<file path="config.mk">
export PLATFORM = sky130hd
export DESIGN_NAME = bwsram
export DESIGN_NICKNAME = d
export VERILOG_FILES = /design/src/rtl/bwsram_pkg.sv /design/src/rtl/bwsram_inreg.sv /design/src/rtl/bwsram_lane_dec.sv /design/src/rtl/bwsram_store.sv /design/src/rtl/bwsram.sv
export SDC_FILE = /design/constraint.sdc
export NUM_CORES = 1
export LEC_CHECK = 0
export ABC_AREA = 1
export BUFFER_PORTS_ARGS = -buffer_cell sky130_fd_sc_hd__buf_4
export CORE_MARGIN = 3
export CORE_UTILIZATION = 45
export DETAILED_ROUTE_END_ITERATION = 16
export SLEW_MARGIN = 20
export SYNTH_ARGS = -nofsm -noshare
export SYNTH_HDL_FRONTEND = slang
export SYNTH_HIERARCHICAL = 1
export SYNTH_SLANG_ARGS = --single-unit
</file>
<file path="constraint.sdc">
create_clock -name clk -period 4.1 [get_ports clk]
set_input_delay 0.205 -clock clk [delete_from_list [all_inputs] [get_ports clk]]
set_output_delay 0.205 -clock clk [all_outputs]
set_load 0.01 [all_outputs]
</file>
<file path="src/rtl/bwsram_pkg.sv">
package bwsram_pkg;

  typedef enum logic {
    CYC_READ  = 1'b0,
    CYC_WRITE = 1'b1
  } cyc_kind_e;

  // A cycle reads only when neither write control is active.
  function automatic cyc_kind_e classify_cycle(input logic wr_all_n, input logic lane_qual_n);
    return (wr_all_n && lane_qual_n) ? CYC_READ : CYC_WRITE;
  endfunction

  // Write strobe of one lane from the active-low controls.
  function automatic logic lane_strobe(input logic wr_all_n, input logic lane_qual_n,
                                       input logic sel_n);
    return (!wr_all_n) || (!lane_qual_n && !sel_n);
  endfunction

endpackage

</file>
<file path="src/rtl/bwsram_inreg.sv">
module bwsram_inreg #(
  parameter int ADDR_W = 4,
  parameter int LANES  = 4,
  parameter int LANE_W = 9,
  localparam int DATA_W = LANES * LANE_W
) (
  input  logic              clk,
  input  logic              rst_n,
  input  logic [ADDR_W-1:0] addr_i,
  input  logic [DATA_W-1:0] wdata_i,
  input  logic              wr_all_n,
  input  logic              lane_qual_n,
  input  logic [LANES-1:0]  lane_sel_n,
  output logic              cap_vld,
  output logic [ADDR_W-1:0] cap_addr,
  output logic [DATA_W-1:0] cap_wdata,
  output logic              cap_all_n,
  output logic              cap_qual_n,
  output logic [LANES-1:0]  cap_sel_n
);

  always_ff @(posedge clk or negedge rst_n) begin
    if (!rst_n) begin
      cap_vld    <= 1'b0;
      cap_addr   <= '0;
      cap_wdata  <= '0;
      cap_all_n  <= 1'b1;
      cap_qual_n <= 1'b1;
      cap_sel_n  <= '1;
    end else begin
      cap_vld    <= 1'b1;
      cap_addr   <= addr_i;
      cap_wdata  <= wdata_i;
      cap_all_n  <= wr_all_n;
      cap_qual_n <= lane_qual_n;
      cap_sel_n  <= lane_sel_n;
    end
  end

endmodule

</file>
<file path="src/rtl/bwsram_lane_dec.sv">
module bwsram_lane_dec
  import bwsram_pkg::*;
#(
  parameter int LANES = 4
) (
  input  logic             cap_vld,
  input  logic             cap_all_n,
  input  logic             cap_qual_n,
  input  logic [LANES-1:0] cap_sel_n,
  output logic [LANES-1:0] lane_we,
  output logic             rd_en
);

  for (genvar g = 0; g < LANES; g++) begin : g_lane
    assign lane_we[g] = cap_vld && lane_strobe(cap_all_n, cap_qual_n, cap_sel_n[g]);
  end

  assign rd_en = cap_vld && (classify_cycle(cap_all_n, cap_qual_n) == CYC_READ);

endmodule

</file>
<file path="src/rtl/bwsram_store.sv">
module bwsram_store #(
  parameter int ADDR_W = 4,
  parameter int LANES  = 4,
  parameter int LANE_W = 9,
  localparam int DATA_W = LANES * LANE_W,
  localparam int DEPTH  = 1 << ADDR_W
) (
  input  logic              clk,
  input  logic              rst_n,
  input  logic [ADDR_W-1:0] addr,
  input  logic [DATA_W-1:0] wdata,
  input  logic [LANES-1:0]  lane_we,
  input  logic              rd_en,
  output logic [DATA_W-1:0] rdata
);

  for (genvar g = 0; g < LANES; g++) begin : g_lane
    logic [LANE_W-1:0] cells [DEPTH];

    always_ff @(posedge clk) begin
      if (lane_we[g]) cells[addr] <= wdata[g*LANE_W +: LANE_W];
    end

    always_ff @(posedge clk or negedge rst_n) begin
      if (!rst_n)     rdata[g*LANE_W +: LANE_W] <= '0;
      else if (rd_en) rdata[g*LANE_W +: LANE_W] <= cells[addr];
    end
  end

endmodule

</file>
<file path="src/rtl/bwsram.sv">
module bwsram #(
  parameter int ADDR_W = 4,
  parameter int LANES  = 4,
  parameter int LANE_W = 9,
  localparam int DATA_W = LANES * LANE_W
) (
  input  logic              clk,
  input  logic              rst_n,
  input  logic [ADDR_W-1:0] addr_i,
  input  logic [DATA_W-1:0] wdata_i,
  input  logic              wr_all_n,
  input  logic              lane_qual_n,
  input  logic [LANES-1:0]  lane_sel_n,
  output logic [DATA_W-1:0] rdata_o
);

  // Named internal events, exposed for the checker.
  logic              cap_vld;
  logic [ADDR_W-1:0] cap_addr;
  logic [DATA_W-1:0] cap_wdata;
  logic              cap_all_n;
  logic              cap_qual_n;
  logic [LANES-1:0]  cap_sel_n;
  logic [LANES-1:0]  lane_we;
  logic              rd_en;

  bwsram_inreg #(.ADDR_W(ADDR_W), .LANES(LANES), .LANE_W(LANE_W)) u_inreg (
    .clk        (clk),
    .rst_n      (rst_n),
    .addr_i     (addr_i),
    .wdata_i    (wdata_i),
    .wr_all_n   (wr_all_n),
    .lane_qual_n(lane_qual_n),
    .lane_sel_n (lane_sel_n),
    .cap_vld    (cap_vld),
    .cap_addr   (cap_addr),
    .cap_wdata  (cap_wdata),
    .cap_all_n  (cap_all_n),
    .cap_qual_n (cap_qual_n),
    .cap_sel_n  (cap_sel_n)
  );

  bwsram_lane_dec #(.LANES(LANES)) u_dec (
    .cap_vld   (cap_vld),
    .cap_all_n (cap_all_n),
    .cap_qual_n(cap_qual_n),
    .cap_sel_n (cap_sel_n),
    .lane_we   (lane_we),
    .rd_en     (rd_en)
  );

  bwsram_store #(.ADDR_W(ADDR_W), .LANES(LANES), .LANE_W(LANE_W)) u_store (
    .clk    (clk),
    .rst_n  (rst_n),
    .addr   (cap_addr),
    .wdata  (cap_wdata),
    .lane_we(lane_we),
    .rd_en  (rd_en),
    .rdata  (rdata_o)
  );

endmodule

</file>
Yosys cells after proc, flatten, opt, wreduce, memory -nomap -nowiden
Memories as Yosys holds them, arrays and structs flattened. A register that Yosys moved wholly into a read port is not among the register bits.
Cells that the tools add are included.
Widths: inputs -> output; s select.
{"block": "totals", "regBits": 47, "mem_bits_rw": 576, "in_bits": 48, "out_inout_bits": 36, "wordCells": 42, "mem_count": 4}
{"block": "op_classes", "muxes": 8, "reduce_logical": 24}
{"name": "u_store.g_lane[0].cells", "words": 16, "width": 9, "read_ports": 1, "rd_ports_with_merged_regs": 1, "wr": 1, "line": "bwsram_store.sv:18", "source": "logic [LANE_W-1:0] cells [DEPTH];"}
{"name": "u_store.g_lane[1].cells", "words": 16, "width": 9, "read_ports": 1, "rd_ports_with_merged_regs": 1, "wr": 1, "line": "bwsram_store.sv:18"}
{"name": "u_store.g_lane[2].cells", "words": 16, "width": 9, "read_ports": 1, "rd_ports_with_merged_regs": 1, "wr": 1, "line": "bwsram_store.sv:18"}
{"name": "u_store.g_lane[3].cells", "words": 16, "width": 9, "read_ports": 1, "rd_ports_with_merged_regs": 1, "wr": 1, "line": "bwsram_store.sv:18"}
{"cell": "$logic_and 1x1->1", "n": 10}
{"cell": "$logic_not 1->1", "n": 10}
{"cell": "$mux 1", "n": 8}
{"cell": "$logic_or 1x1->1", "n": 4}

Depth between registers and ports, before layout
Gate-level depths: netlist (run 1).
{"block": "depth", "depth_word": 6, "depth_mapped": 11, "ltp_nobuf": 9}

Cells and area by module
Netlist (run 1), hierarchy kept.
{"module": "bwsram_store", "n_inst": 1, "cells_each": 2378, "area_each_um2": 25035.3, "seq_area_each_um2": 18197.5}
{"module": "bwsram_inreg", "n_inst": 1, "cells_each": 48, "area_each_um2": 1187.4, "seq_area_each_um2": 1183.6}
{"module": "bwsram_lane_dec", "n_inst": 1, "cells_each": 16, "area_each_um2": 65.1, "seq_area_each_um2": 0.0}

Least setup slack after synthesis (run 1)
Ideal clock, no wire load.
{"block": "synth_path", "kind": "reg2reg", "startpoint": "register u_inreg.cap_addr[1]", "endpoint": "memory u_store.g_lane[3].cells[0][0] (enable)", "setup_time_ps": 374, "arrival_ps": 1542, "required_time_ps": 3726, "path_slack_ps": 2184, "path_stages_with_launch": 8, "path_buffers": 2, "synth_period_minus_slack_ps": 1916, "cell_sequence": "dfrtp_1 inv_1 buf_2 buf_1 nand2_1 inv_1 nand2_1 nor2_1"}
{"element": "start, declared", "line": "bwsram_inreg.sv:15", "source": "output logic [ADDR_W-1:0] cap_addr,"}
{"element": "start signal, assigned", "line": "bwsram_inreg.sv:32", "source": "cap_addr <= addr_i;"}
{"element": "end, declared", "line": "bwsram_store.sv:18"}
No word-level cell before the write port.

Worst setup path in the final report (run 1)
{"block": "layout_path", "startpoint": "register u_inreg.cap_addr[0]", "endpoint": "memory u_store.g_lane[1].cells[1][4] (enable)"}
{"element": "end, declared", "line": "bwsram_store.sv:18"}
No word-level cell before the write port.

==> flow_summary.toml, run 1 <==
[timing]
whs_ns = 0.249
worstMarginPinSlew_ns = 1.00
fin_tns_setup_ns = 0
period_minus_slack_ns = 2.88
max_freq_mhz = 348
relSlewSlack_pct = 33.0
rsz0062_at_grt = "no"
setup_viol = 0
hold_violations = 0
slew_violations = 0
skew_ns = 0.0265
timing.final.crit_share_pct = 70.1

[synthesis]
synth.most_common_cell = "nand2_1"
netlist_instances = 2442
synth.top_cell.area_share_pct = 65.8
yosys_warnings = 6
synthesis.nets = 2490
yosysTopAreaCell = "edfxtp_1"
avgSynthCellArea_um2 = 10.8
synth_area_leaders = "edfxtp_1 66%, nand2_1 20%, dfrtp_1 7.3%"
synth_seq_cells = 659
netlist_area_um2 = 26300
synth_common_cells = "1390 x nand2_1, 576 x edfxtp_1, 180 x nor2_1"
ys_seq_area_share_pct = 73.7
ys_dominant_reg_cell = "edfxtp_1"
synth_edf_count = 576
yosysUniqueCellTypes = 15
synthArstFlopShare_pct = 12.6

[grt]
grt_antenna_before_repair = 0
grt_max_degree = 252
overflow = 0
grt_use_total_pct = 21.5
grt_pass1_wl_um = 99400
grt_pass1_vias = 16800

[worst_setup_path]
cp_top_family = "buffers and inverters"
critPathKind = "reg -> reg"
path_max_fanout = 86
worstPathCellList = "buf_4, nand2_1, inv_1, nand2_1, nor2_1, buf_4"
critPathSlowestCell = "dfrtp_4"
critPathCaptureType = "flop"
cp_data_arrival_time_ns = 3.14
max_stage_delay_ns = 0.78
worst-path-buf-inv = 3
crit_start = "u_inreg/cap_addr[0]$_DFF_PN0_"
crit_path_start_kind = "flop"
critical_path_required_ns = 4.36
r2r-start = "u_inreg/cap_addr[0]$_DFF_PN0_"

[floorplanning]
start_util_pct = 46.1
die-area_um2 = 61400
die_h_um = 248
core_um2 = 57000
core.rowCount = 87
ios = 84
die_x_um = 248

[cells_and_area]
drive_gt1_share_pct = 10.3
fin_util_pct = 53.6
final_nets = 2653
multi_input_comb_area_um2 = 6300
regArea_um2 = 19400
syn_to_final_growth_pct = 16.3
fillers = 5037
fin_cells = 3412
diodes = 0

[cts]
clockBufferDepth = 3
cts.htree.levels = 3
cts_setup_buffers = 0
numClockSinks = 659
ctsRootBufferMaster = "clkbuf_16"
clk_pin_slew_ns = 0.06
clk_latency_ns = 0.60
cts_inserted_buffers = 70
cts_tree = "done"
cts_resized = 0

[routing]
wl_met3_um = 4270
wl_met2_um = 30600
routed-via-count = 17200
highest_layer = "met4"
drc_errors = 0
drtAntennaViolNets = 0
routedWlPerCell_um = 18.9
wl_met1_um = 27700
drtIter0Drc = 1597
routed_wl_um = 64500
drt_first_pass_iters = 5
vias_per_cell = 5.05

[placement]
dp.cells = 3241
portBuffers = 83
gp_congestion = 0.793
dpl.hpwl_um = 36000

[power_and_ir_drop]
p_leak_nw = 12.5
p_total_mw = 14.5
ir_worst_vdd_v = 0.000302
power_density_nw_per_um2 = 473

[worst_hold_path]
hold_path_class = "in -> reg"
hold_path_startpoint = "wdata_i[32]"

[job]
max_cap_violations = 0

[outcome]
status = "completed"
## cell families after synthesis
group,share of synthesized area [%]
and+or+nand+nor,23.9
DFF,73.7
buffers and inverters,2.40
other,0.0143
## what timing repair did
| item | 4_1_cts | 5_1_grt |
|---|---|---|
| hold endpoints to repair | 97 | 0 |
| hold buffers | 47 | 0 |
| endpoints found under the setup margin | 0 | 0 |
## path summary, 6_finish.rpt
kind / end / slack [ns] / cells past startpoint
worst max-delay path: u_store/g_lane[1].cells[1][4]$_DFFE_PP_ / 1.22 / 6
worst min-delay path: u_inreg/cap_wdata[32]$_DFF_PN0_ / 0.25 / 2
worst max register to register: u_store/g_lane[1].cells[1][4]$_DFFE_PP_ / 1.22 / 6
worst min register to register: u_store/rdata[32]$_DFFE_PN0P_ / 0.51 / 2
max in group asynchronous: u_inreg/cap_wdata[17]$_DFF_PN0_ / 2.89 / 3
min in group asynchronous: u_inreg/cap_wdata[32]$_DFF_PN0_ / 0.28 / 2
## per-stage QoR
stage,setup WS [ns],instance area (um2)
2_1_floorplan,2.18,26300
3_3_place_gp,1.20,27900
3_5_place_dp,1.25,27900
4_1_cts,1.23,30600
5_1_grt,1.05,30600
6_report,1.22,30600
## layout by cell type, fill, tap and decap left out
master         netlist  routed
dlygate4sd3_1        0      47
inv_6                0       2
bufinv_16            0       1
buf_12               0       1
inv_4                0       2
buf_4               10     161
edfxtp_1           576     576
nand3_1             73      73
dfstp_2              6       6
nor2_1             180     176
conb_1               1       1
nor2_4               0       4
buf_16               0       1
clkinv_1             0      12
nand2_1           1390    1390
clkinv_2             0      11
nand2_2              2       2
inv_1               17      16
dfrtp_4              0       2
clkbuf_16            0      74
clkbuf_8             0       6
clkbuf_1            44      17
dfrtp_1             77      75
## cell type report
class / instances / share of cell area (%)
flip-flops and latches: 659 / 63.4
inverters: 18 / 0.245
multi-input cells: 1646 / 20.6
clock inverters: 26 / 0.475
clock buffers: 97 / 6.53
repair buffers: 210 / 5.65
well taps: 756 / 3.09
## flip-flops by register name, indices dropped and copies added (netlist names)
register	flops
u_store/g_lane.cells	576
u_inreg/cap_qual_n	1
u_inreg/cap_sel_n	4
u_inreg/cap_wdata	36
u_inreg/cap_all_n	1
u_store/rdata	36
u_inreg/cap_vld	1
u_inreg/cap_addr	4
## report_power, final
part | internal, mW | switching (mW) | total (mW)
Combinational | 0.325 | 0.563 | 0.888
Sequential | 7.48 | 0.153 | 7.63
Clock | 3.46 | 2.49 | 5.94
Total | 11.3 | 3.20 | 14.5
## routing by layer
metal / vias up / GRT usage, %
met5: - / 0
met1: 8295 / 29.9
met2: 571 / 34.7
li1: 8258 / -
met4: 0 / 7.64
met3: 105 / 3.28
(Power assumes the default switching activity.)
==> inputs of run 2 (changes only) <==
==> constraint.sdc (replaced) <==
create_clock -name clk -period 2.7 [get_ports clk]
set_input_delay 0.135 -clock clk [delete_from_list [all_inputs] [get_ports clk]]
set_output_delay 0.135 -clock clk [all_outputs]
set_load 0.01 [all_outputs]
==> run 2 against run 1 <==
Compared with the run above:
- hold slack got worse by 0.076 ns
- highest routed layer unchanged
- sequential power rose by 52%
- sequential cell count did not move
- largest cell class unchanged
- non-clock buffer count fell by 1
- total power rose by 57%
==> flow_summary.toml, run 2 (synthesized netlist as in run 1, its figures left out) <==
[outcome]
status = "completed"

[worst_setup_path]
r2r-start = "u_inreg/cap_addr[3]$_DFF_PN0_"
path_max_fanout = 9
crit_top_cell = "nand2_1"
cp_data_arrival_time_ns = 2.44
critPathCaptureType = "flop"
crit_path_start_kind = "flop"
crit_start = "u_inreg/cap_addr[3]$_DFF_PN0_"
worstPathCellList = "nand2_1, inv_1, nand2_1, nor2_1"
critPathSlowestCell = "nor2_1"
critical_path_required_ns = 2.91
critPathKind = "reg -> reg"
worst-path-buf-inv = 1
max_stage_delay_ns = 0.85
cp_top_family = "simple AND/OR/NAND/NOR gates"

[grt]
grt_pass1_wl_um = 98100
grt_use_total_pct = 20.9
overflow = 0
grt_pass1_vias = 17100
grt_max_degree = 157
grt_antenna_before_repair = 0

[routing]
drtIter0Drc = 1343
vias_per_cell = 4.99
routed-via-count = 17100
routed_wl_um = 62400
drc_errors = 0
drt_first_pass_iters = 5
drtAntennaViolNets = 0
routedWlPerCell_um = 18.2

[cells_and_area]
final_cell_mix = "1390 x nand2_1, 576 x edfxtp_1, 176 x nor2_1"
diodes = 0
layout_commonest_cell = "nand2_1"
syn_to_final_growth_pct = 17.2
fin_cells = 3420
fin_util_pct = 54.0
fillers = 4982
largest_register = "u_store/g_lane.cells"
largest_registers = "u_store/g_lane.cells x576, u_inreg/cap_wdata x36, u_store/rdata x36"
final_nets = 2653
drive_gt1_share_pct = 10.6
largest_reg_flops = 576
multi_input_comb_area_um2 = 6300
regArea_um2 = 19400

[floorplanning]
core_um2 = 57000
start_util_pct = 46.1
die_x_um = 248
core.rowCount = 87
die_h_um = 248
die-area_um2 = 61400
ios = 84

[timing]
fin_tns_setup_ns = 0
skew_ns = 0.0214
timing.final.crit_share_pct = 82.3
max_freq_mhz = 450
relSlewSlack_pct = 25.7
worstMarginPinSlew_ns = 1.11
setup_viol = 0
period_minus_slack_ns = 2.22
whs_ns = 0.173
slew_violations = 0
hold_violations = 0
rsz0062_at_grt = "no"
setup_ws_ns = 0.477

[power_and_ir_drop]
ir_worst_vdd_v = 0.000532
power_density_nw_per_um2 = 735
p_leak_nw = 12.6

[job]
max_cap_violations = 0

[placement]
dpl.hpwl_um = 36100
post-place-ws_ns = 0.417
portBuffers = 83
dp.cells = 3241
gp_congestion = 0.829

[cts]
clk_latency_ns = 0.61
clk_pin_slew_ns = 0.06
numClockSinks = 659
ctsRootBufferMaster = "clkbuf_16"
cts_inserted_buffers = 71
cts.htree.levels = 3
clockBufferDepth = 3
cts_tree = "done"

[worst_hold_path]
hold_path_class = "in -> reg"
hold_path_startpoint = "wdata_i[32]"
[run 2: layout make-up]
type	instances	share of cell area (%)
sequential	659	62.9
multi-input combinational	1646	20.5
clock buffer	92	6.25
timing repair buffer	209	5.65
tap	756	3.07
clock inverter	40	1.40
inverter	18	0.244
[run 2: power by group]
group | switching, mW | total [mW] | internal (mW)
clock network | 3.93 | 9.68 | 5.75
registers | 0.240 | 11.6 | 11.4
logic | 0.865 | 1.37 | 0.508
total | 5.04 | 22.7 | 17.6
[run 2: path summary, 6_finish.rpt]
check	cells after the start	to	slack, ns
setup reg to reg	4	u_store/g_lane[2].cells[15][8]$_DFFE_PP_	0.48
hold / removal	2	u_inreg/cap_wdata[32]$_DFF_PN0_	0.17
setup / recovery	4	u_store/g_lane[2].cells[15][8]$_DFFE_PP_	0.48
hold reg to reg	2	u_store/rdata[9]$_DFFE_PN0P_	0.51
max in group asynchronous	3	u_inreg/cap_sel_n[0]$_DFF_PN1_	1.63
min in group asynchronous	2	u_inreg/cap_wdata[31]$_DFF_PN0_	0.21
[run 2: routing by layer]
metal | share of wire [%] | track usage [%] | vias to the layer above
li1 | - | - | 8265
met1 | 44 | 28.5 | 8225
met2 | 48 | 34.5 | 512
met3 | 6.6 | 4.16 | 77
met4 | 1.8 | 5.73 | 0
met5 | 0 | 0 | -
[run 2: repair_timing]
| item | 4_1_cts | 5_1_grt |
|---|---|---|
| resized for setup | 0 | 0 |
| buffers inserted | 0 | 0 |
| hold endpoints to repair | 97 | 0 |
| hold buffers | 47 | 0 |
[run 2: through the flow]
step                      total power [mW]  instance area, um2
final                                 22.7               30800
after global routing                  23.5               30800
after CTS                             22.9               30800
after floorplan                       12.5               26300
after detailed placement              13.1               28000
after global placement                13.1               28000
